File: src/rtl/bscan_pkg.sv
package bscan_pkg;

  typedef enum logic [3:0] {
    TS_RESET, TS_IDLE,
    TS_SEL_DR, TS_CAP_DR, TS_SH_DR, TS_EX1_DR, TS_PAUSE_DR, TS_EX2_DR, TS_UPD_DR,
    TS_SEL_IR, TS_CAP_IR, TS_SH_IR, TS_EX1_IR, TS_PAUSE_IR, TS_EX2_IR, TS_UPD_IR
  } tap_state_e;

  localparam int unsigned OPC_W = 3;
  localparam logic [OPC_W-1:0] OPC_EXTEST  = 3'b000;
  localparam logic [OPC_W-1:0] OPC_SAMPLE  = 3'b100;
  localparam logic [OPC_W-1:0] OPC_BYPASS  = 3'b111;
  localparam logic [OPC_W-1:0] OPC_IR_CAPT = 3'b001;

  typedef enum logic {PATH_BYPASS, PATH_BOUNDARY} dr_path_e;

  function automatic tap_state_e tap_next(input tap_state_e s, input logic m);
    tap_state_e n;
    case (s)
      TS_RESET:    n = m ? TS_RESET    : TS_IDLE;
      TS_IDLE:     n = m ? TS_SEL_DR   : TS_IDLE;
      TS_SEL_DR:   n = m ? TS_SEL_IR   : TS_CAP_DR;
      TS_CAP_DR:   n = m ? TS_EX1_DR   : TS_SH_DR;
      TS_SH_DR:    n = m ? TS_EX1_DR   : TS_SH_DR;
      TS_EX1_DR:   n = m ? TS_UPD_DR   : TS_PAUSE_DR;
      TS_PAUSE_DR: n = m ? TS_EX2_DR   : TS_PAUSE_DR;
      TS_EX2_DR:   n = m ? TS_UPD_DR   : TS_SH_DR;
      TS_UPD_DR:   n = m ? TS_SEL_DR   : TS_IDLE;
      TS_SEL_IR:   n = m ? TS_RESET    : TS_CAP_IR;
      TS_CAP_IR:   n = m ? TS_EX1_IR   : TS_SH_IR;
      TS_SH_IR:    n = m ? TS_EX1_IR   : TS_SH_IR;
      TS_EX1_IR:   n = m ? TS_UPD_IR   : TS_PAUSE_IR;
      TS_PAUSE_IR: n = m ? TS_EX2_IR   : TS_PAUSE_IR;
      TS_EX2_IR:   n = m ? TS_UPD_IR   : TS_SH_IR;
      TS_UPD_IR:   n = m ? TS_SEL_DR   : TS_IDLE;
      default:     n = TS_RESET;
    endcase
    return n;
  endfunction

  function automatic dr_path_e path_of(input logic [OPC_W-1:0] op);
    return ((op == OPC_EXTEST) || (op == OPC_SAMPLE)) ? PATH_BOUNDARY : PATH_BYPASS;
  endfunction

  function automatic logic pins_from_preload(input logic [OPC_W-1:0] op);
    return op == OPC_EXTEST;
  endfunction

  function automatic logic is_shift(input tap_state_e s);
    return (s == TS_SH_DR) || (s == TS_SH_IR);
  endfunction

endpackage

File: src/rtl/bscan_tap_fsm.sv
module bscan_tap_fsm
  import bscan_pkg::*;
(
  input  logic       tck,
  input  logic       trst_n,
  input  logic       tms,
  output tap_state_e state,
  output tap_state_e state_nxt
);

  assign state_nxt = tap_next(state, tms);

  always_ff @(posedge tck or negedge trst_n) begin
    if (!trst_n) state <= TS_RESET;
    else         state <= state_nxt;
  end

endmodule

File: src/rtl/bscan_ir.sv
module bscan_ir
  import bscan_pkg::*;
(
  input  logic             tck,
  input  logic             trst_n,
  input  tap_state_e       state,
  input  tap_state_e       state_nxt,
  input  logic             tdi,
  output logic [OPC_W-1:0] opcode,
  output logic             sh_out
);

  logic [OPC_W-1:0] sh_q;

  always_ff @(posedge tck or negedge trst_n) begin
    if (!trst_n) begin
      sh_q <= OPC_IR_CAPT;
    end else if (state == TS_CAP_IR) begin
      sh_q <= OPC_IR_CAPT;
    end else if (state == TS_SH_IR) begin
      sh_q <= {tdi, sh_q[OPC_W-1:1]};
    end
  end

  always_ff @(posedge tck or negedge trst_n) begin
    if (!trst_n) begin
      opcode <= OPC_BYPASS;
    end else if (state_nxt == TS_RESET) begin
      opcode <= OPC_BYPASS;
    end else if (state == TS_UPD_IR) begin
      opcode <= sh_q;
    end
  end

  assign sh_out = sh_q[0];

endmodule

File: src/rtl/bscan_bsr.sv
module bscan_bsr
  import bscan_pkg::*;
#(
  parameter int unsigned DATA_W = 4
) (
  input  logic              tck,
  input  logic              trst_n,
  input  tap_state_e        state,
  input  tap_state_e        state_nxt,
  input  logic              sel,
  input  logic              tdi,
  input  logic [DATA_W-1:0] func_data,
  input  logic              func_oe,
  output logic              ctrl_pre,
  output logic [DATA_W-1:0] data_pre,
  output logic              sh_out,
  output logic              upd_evt
);

  localparam int unsigned LEN = DATA_W + 1;

  logic [LEN-1:0] sh_q;
  logic [LEN-1:0] sh_d;
  logic           cap_evt;
  logic           shf_evt;

  assign cap_evt = sel && (state == TS_CAP_DR);
  assign shf_evt = sel && (state == TS_SH_DR);
  assign upd_evt = sel && (state == TS_UPD_DR);

  // control cell sits next to tdo
  assign sh_d[0] = cap_evt ? func_oe : (shf_evt ? sh_q[1] : sh_q[0]);

  for (genvar g = 0; g < DATA_W; g++) begin : g_cell
    logic feed;
    if (g == DATA_W - 1) begin : g_top
      assign feed = tdi;
    end else begin : g_mid
      assign feed = sh_q[g+2];
    end
    assign sh_d[g+1] = cap_evt ? func_data[g] : (shf_evt ? feed : sh_q[g+1]);
  end

  always_ff @(posedge tck or negedge trst_n) begin
    if (!trst_n) sh_q <= '0;
    else         sh_q <= sh_d;
  end

  always_ff @(posedge tck or negedge trst_n) begin
    if (!trst_n) begin
      ctrl_pre <= 1'b1;
      data_pre <= '0;
    end else if (state_nxt == TS_RESET) begin
      ctrl_pre <= 1'b1;
    end else if (upd_evt) begin
      ctrl_pre <= sh_q[0];
      data_pre <= sh_q[LEN-1:1];
    end
  end

  assign sh_out = sh_q[0];

endmodule

File: src/rtl/bscan_oe_slice.sv
module bscan_oe_slice
  import bscan_pkg::*;
#(
  parameter int unsigned DATA_W = 4
) (
  input  logic              tck,
  input  logic              trst_n,
  input  logic              tms,
  input  logic              tdi,
  input  logic [DATA_W-1:0] func_data,
  input  logic              func_oe,
  output logic              tdo,
  output logic              tdo_en,
  output logic [DATA_W-1:0] bus_data,
  output logic              bus_oe
);

  tap_state_e       tap_state;
  tap_state_e       tap_state_nxt;
  logic [OPC_W-1:0] opcode;
  logic             ir_lsb;
  logic             bsr_lsb;
  logic             bsr_upd_evt;
  logic             ctrl_pre;
  logic [DATA_W-1:0] data_pre;
  dr_path_e         path;
  logic             byp_q;
  logic             tdo_q;
  logic             tdo_en_q;

  bscan_tap_fsm u_fsm (
    .tck       (tck),
    .trst_n    (trst_n),
    .tms       (tms),
    .state     (tap_state),
    .state_nxt (tap_state_nxt)
  );

  bscan_ir u_ir (
    .tck       (tck),
    .trst_n    (trst_n),
    .state     (tap_state),
    .state_nxt (tap_state_nxt),
    .tdi       (tdi),
    .opcode    (opcode),
    .sh_out    (ir_lsb)
  );

  assign path = path_of(opcode);

  bscan_bsr #(.DATA_W(DATA_W)) u_bsr (
    .tck       (tck),
    .trst_n    (trst_n),
    .state     (tap_state),
    .state_nxt (tap_state_nxt),
    .sel       (path == PATH_BOUNDARY),
    .tdi       (tdi),
    .func_data (func_data),
    .func_oe   (func_oe),
    .ctrl_pre  (ctrl_pre),
    .data_pre  (data_pre),
    .sh_out    (bsr_lsb),
    .upd_evt   (bsr_upd_evt)
  );

  always_ff @(posedge tck or negedge trst_n) begin
    if (!trst_n) begin
      byp_q <= 1'b0;
    end else if (path == PATH_BYPASS) begin
      if (tap_state == TS_CAP_DR)     byp_q <= 1'b0;
      else if (tap_state == TS_SH_DR) byp_q <= tdi;
    end
  end

  // serial output retimed to the falling edge
  always_ff @(negedge tck or negedge trst_n) begin
    if (!trst_n) begin
      tdo_q    <= 1'b0;
      tdo_en_q <= 1'b0;
    end else begin
      tdo_en_q <= is_shift(tap_state);
      if (tap_state == TS_SH_IR)      tdo_q <= ir_lsb;
      else if (path == PATH_BOUNDARY) tdo_q <= bsr_lsb;
      else                            tdo_q <= byp_q;
    end
  end

  assign tdo    = tdo_q;
  assign tdo_en = tdo_en_q;

  assign bus_oe   = pins_from_preload(opcode) ? ctrl_pre : func_oe;
  assign bus_data = pins_from_preload(opcode) ? data_pre : func_data;

endmodule

File: config.mk
export PLATFORM = sky130hd
export DESIGN_NAME = bscan_oe_slice
export DESIGN_NICKNAME = d
export VERILOG_FILES = /design/src/rtl/bscan_pkg.sv /design/src/rtl/bscan_tap_fsm.sv /design/src/rtl/bscan_ir.sv /design/src/rtl/bscan_bsr.sv /design/src/rtl/bscan_oe_slice.sv
export SDC_FILE = /design/constraint.sdc
export NUM_CORES = 1
export LEC_CHECK = 0
export BUFFER_PORTS_ARGS = -buffer_cell sky130_fd_sc_hd__clkbuf_2
export CAP_MARGIN = 20
export CELL_PAD_IN_SITES_DETAIL_PLACEMENT = 0
export CELL_PAD_IN_SITES_GLOBAL_PLACEMENT = 1
export CORE_ASPECT_RATIO = 0.9
export CORE_MARGIN = 5
export CORE_UTILIZATION = 35
export DETAILED_ROUTE_END_ITERATION = 7
export GPL_ROUTABILITY_DRIVEN = 0
export GPL_TIMING_DRIVEN = 1
export PLACE_DENSITY = 0.73
export RECOVER_POWER = 100
export SETUP_SLACK_MARGIN = 0.3
export SLEW_MARGIN = 30
export SYNTH_ARGS = -nofsm -noshare
export SYNTH_HDL_FRONTEND = slang
export SYNTH_SLANG_ARGS = --single-unit
File: constraint.sdc
create_clock -name tck -period 5 [get_ports tck]
set_input_delay 0.5 -clock tck [delete_from_list [all_inputs] [get_ports tck]]
set_output_delay 0.5 -clock tck [all_outputs]
set_load 0.1 [all_outputs]
# After elaboration in Yosys (flattened, before gate mapping)
# Index checks and enable logic that the tools add are counted.
# totals
reg_bits	23
wordCells	81
# classes
eq_ne	16
n_mux	36
bitwise	2
reduce_logical	18
# op_table
operator	count
$pmux 4 s12	1
$eq 4x4->1 const B	8
$mux 1	21
$mux 4	5
$mux 3	6
$eq 4x3->1 const B	4
$reduce_bool 2->1	5
$eq 4x2->1 const B	2
$logic_not 4->1	2
$mux 2	3
$eq 4x1->1 const B	1
$reduce_and 2->1	2
$reduce_or 2->1	2
$eq 3x3->1 const B	1
$logic_and 1x1->1	3
$logic_not 3->1	1
$reduce_or 3->1	1
$logic_or 1x1->1	2
$not 1->1	2

# Longest topological paths before layout
# logic_depth
ltp_word	6
depth_mapped	5

# Hierarchy
# A second synthesis with hierarchy kept.
# hier_totals
cells_unflattened	131
area_unflattened_um2	1386.3
# modules_own_cells
module	instances	cells_per_inst	area_each_um2	seq_area_each_um2
bscan_bsr	1	48	585.6	251.5
bscan_tap_fsm	1	37	314.1	100.1
bscan_ir	1	24	261.5	155.1
bscan_oe_slice	1	22	225.2	75.1

==> results.ini <==
[outcome]
status=finished clean

[cells_and_area]
final_nets=141
fin_area_sq_mm=0.00139
finalCoreUtilization=0.404
instances_no_fill=175
area_delta_synth_final_pct=8.79
multiInputGateArea_sq_um=624
drive_above_1_share=0.275
nFillCells=349
diodes=0
register_area_sq_um=582

[pwr]
peakVddDrop_v=0.000207
p_per_area_mw_per_mm2=555
p_leak_nw=0.624

[detailed_routing]
route.detailed.drc=0
drt_first_pass_iters=4
ant_nets=0
drtIter0Drc=74
drt_wl_total_um=2630
vias_per_cell=5.27
dr_total_vias=922
wl_per_cell_um=15.1

[synth]
netlist_instances=121
synthArstFlopShare=1.00
synth_edf_count=0
synthesis.nets=130
avgSynthCellArea_sq_um=10.6
synth-main-ff-cell=dfrtp_1
synth_area_sq_mm=0.00128
synth_cell_types=37
synthTopCellsByArea=dfrtp_1, mux2_2, dfstp_2
synth_top_area_frac=0.313
yosys_warnings=0
ys_seq_area_frac=0.454
synthTopCellsByCount=mux2_2, dfrtp_1, nand2_1, mux2i_1, nor2_1
synth_top_area_cell=dfrtp_1
synth-seq-cells=23
synthMostInstantiatedCell=mux2_2

[grt]
grt_max_degree=24
grt_pass1_wl_um=4370
grt_use_total=0.118
overflow=0
grt_pass1_vias=934
antenna_found_initial=0

[critical_path]
cp_slowest_cell=clkbuf_1
crit_family=buffers and inverters
critical_path.max_fanout=1
critPathArrivalTime_ns=4.03
crit_path_end_kind=output port
crit_path_cell_trace=clkbuf_1
cpPeakStageDelay_ns=0.86
r2r_slack_ns=1.14
critPathKind=flop to output port
worst-path-buf-inv=1
cp.required_ns=4.50
startpoint_type=flop

[clock_network]
ctsHoldBuffers=0
post_cts_resized=0
clock_sinks=23
cts_root_buf=clkbuf_8
cts.clk_slew.worst_paths_ns=0.08
cts_tree=done
htreeDepth=1
worst_skew_pair.late_latency_ns=0.27
cts_max_path_buffers=2
numCtsBuffers=3
post-cts-setup-buffers=0

[timing]
finalHoldViolCount=0
slew_violations=0
tightestPinTransition_ns=1.22
hold_slack_ns=0.469
setup_viol=0
tns_ns=0
rsz0062_at_grt=no
skew_ns=0.0159
relSlewSlack=0.188

[die]
die_h_um=67.4
die-width_um=73.8
fp-row-count=20
core_area_sq_mm=0.00345
start_util=0.371
ios=16
die_area_sq_mm=0.00497

[hold_path]
min_path_type=primary input to async pin

[job]
drv_cap=0

[place]
dp.cells=171
post-dp-hpwl_um=1890
placed_area_sq_mm=0.00137
portBuffers=15

[worst paths after layout]
kind	startpoint	end	cells past startpoint
setup reg to reg	u_fsm.state[3]	tdo	3
setup / recovery	tdo	tdo	1
min in group tck	u_bsr.data_pre[1]	u_bsr.data_pre[1]	1
hold / removal	trst_n	u_bsr.sh_q[4]	1
max in group asynchronous	trst_n	tdo	1
hold reg to reg	u_bsr.data_pre[1]	u_bsr.data_pre[1]	1
[sequential cells by signal (all words and copies together) (netlist names), 3 cells and up]
signal and count:
u_fsm.state 4, u_ir.opcode 3, u_bsr.data_pre 4, u_bsr.sh_q 5, u_ir.sh_q 3
[logic make-up (layout without fill, tap and decap cells)]
kind of cell	count (synthesis)	after routing	synth area share
mux	24	24	0.204
compound gates	21	21	0.119
simple gates	37	37	0.162
flops	23	23	0.454
xor+xnor	2	2	0.0137
buf+inv	14	24	0.0469
[area by class of cell]
cell class / instances / share of cell area
Sequential cell: 23 / 0.417
Inverter: 4 / 0.0108
Clock buffer: 4 / 0.0323
Multi-Input combinational cell: 84 / 0.448
Tap cell: 44 / 0.0395
Timing Repair Buffer: 16 / 0.0521
[metrics by stage]
stage | setup WS [ns] | total power, mW
floorplan | 1.05 | 0.618
global placement | 1.19 | 0.661
detailed placement | 1.14 | 0.674
CTS | 0.864 | 0.792
global route | 0.433 | 0.829
finish | 0.472 | 0.774
[layout by cell type (no fill, tap or decap), types with 2 or more instances in the layout]
cell type,instances
mux2_2,17
inv_1,4
nand3_1,2
o21ai_0,6
o221ai_1,2
nor2b_1,2
nand3b_1,3
clkbuf_2,7
nand2b_1,2
nand2_1,9
dfstp_2,5
nor2_1,7
nor3_1,2
dfrtn_1,2
o211ai_1,2
a211oi_1,3
clkbuf_1,9
nand4_1,2
clkbuf_8,3
mux2i_1,7
xor2_1,2
a21oi_1,4
dfrtp_1,16
[metal layers]
layer	wire (um)	vias to the layer above	GRT usage
met5	0	-	0
met4	18	0	0.0271
met3	78	2	0.0357
met2	1240	9	0.204
met1	1290	458	0.144
li1	-	453	-
[where the power goes]
group	total, mW	internal, mW	switching, mW
clock network	0.115	0.0568	0.0581
registers	0.364	0.255	0.109
logic	0.295	0.120	0.176
(Power assumes the default switching activity.)
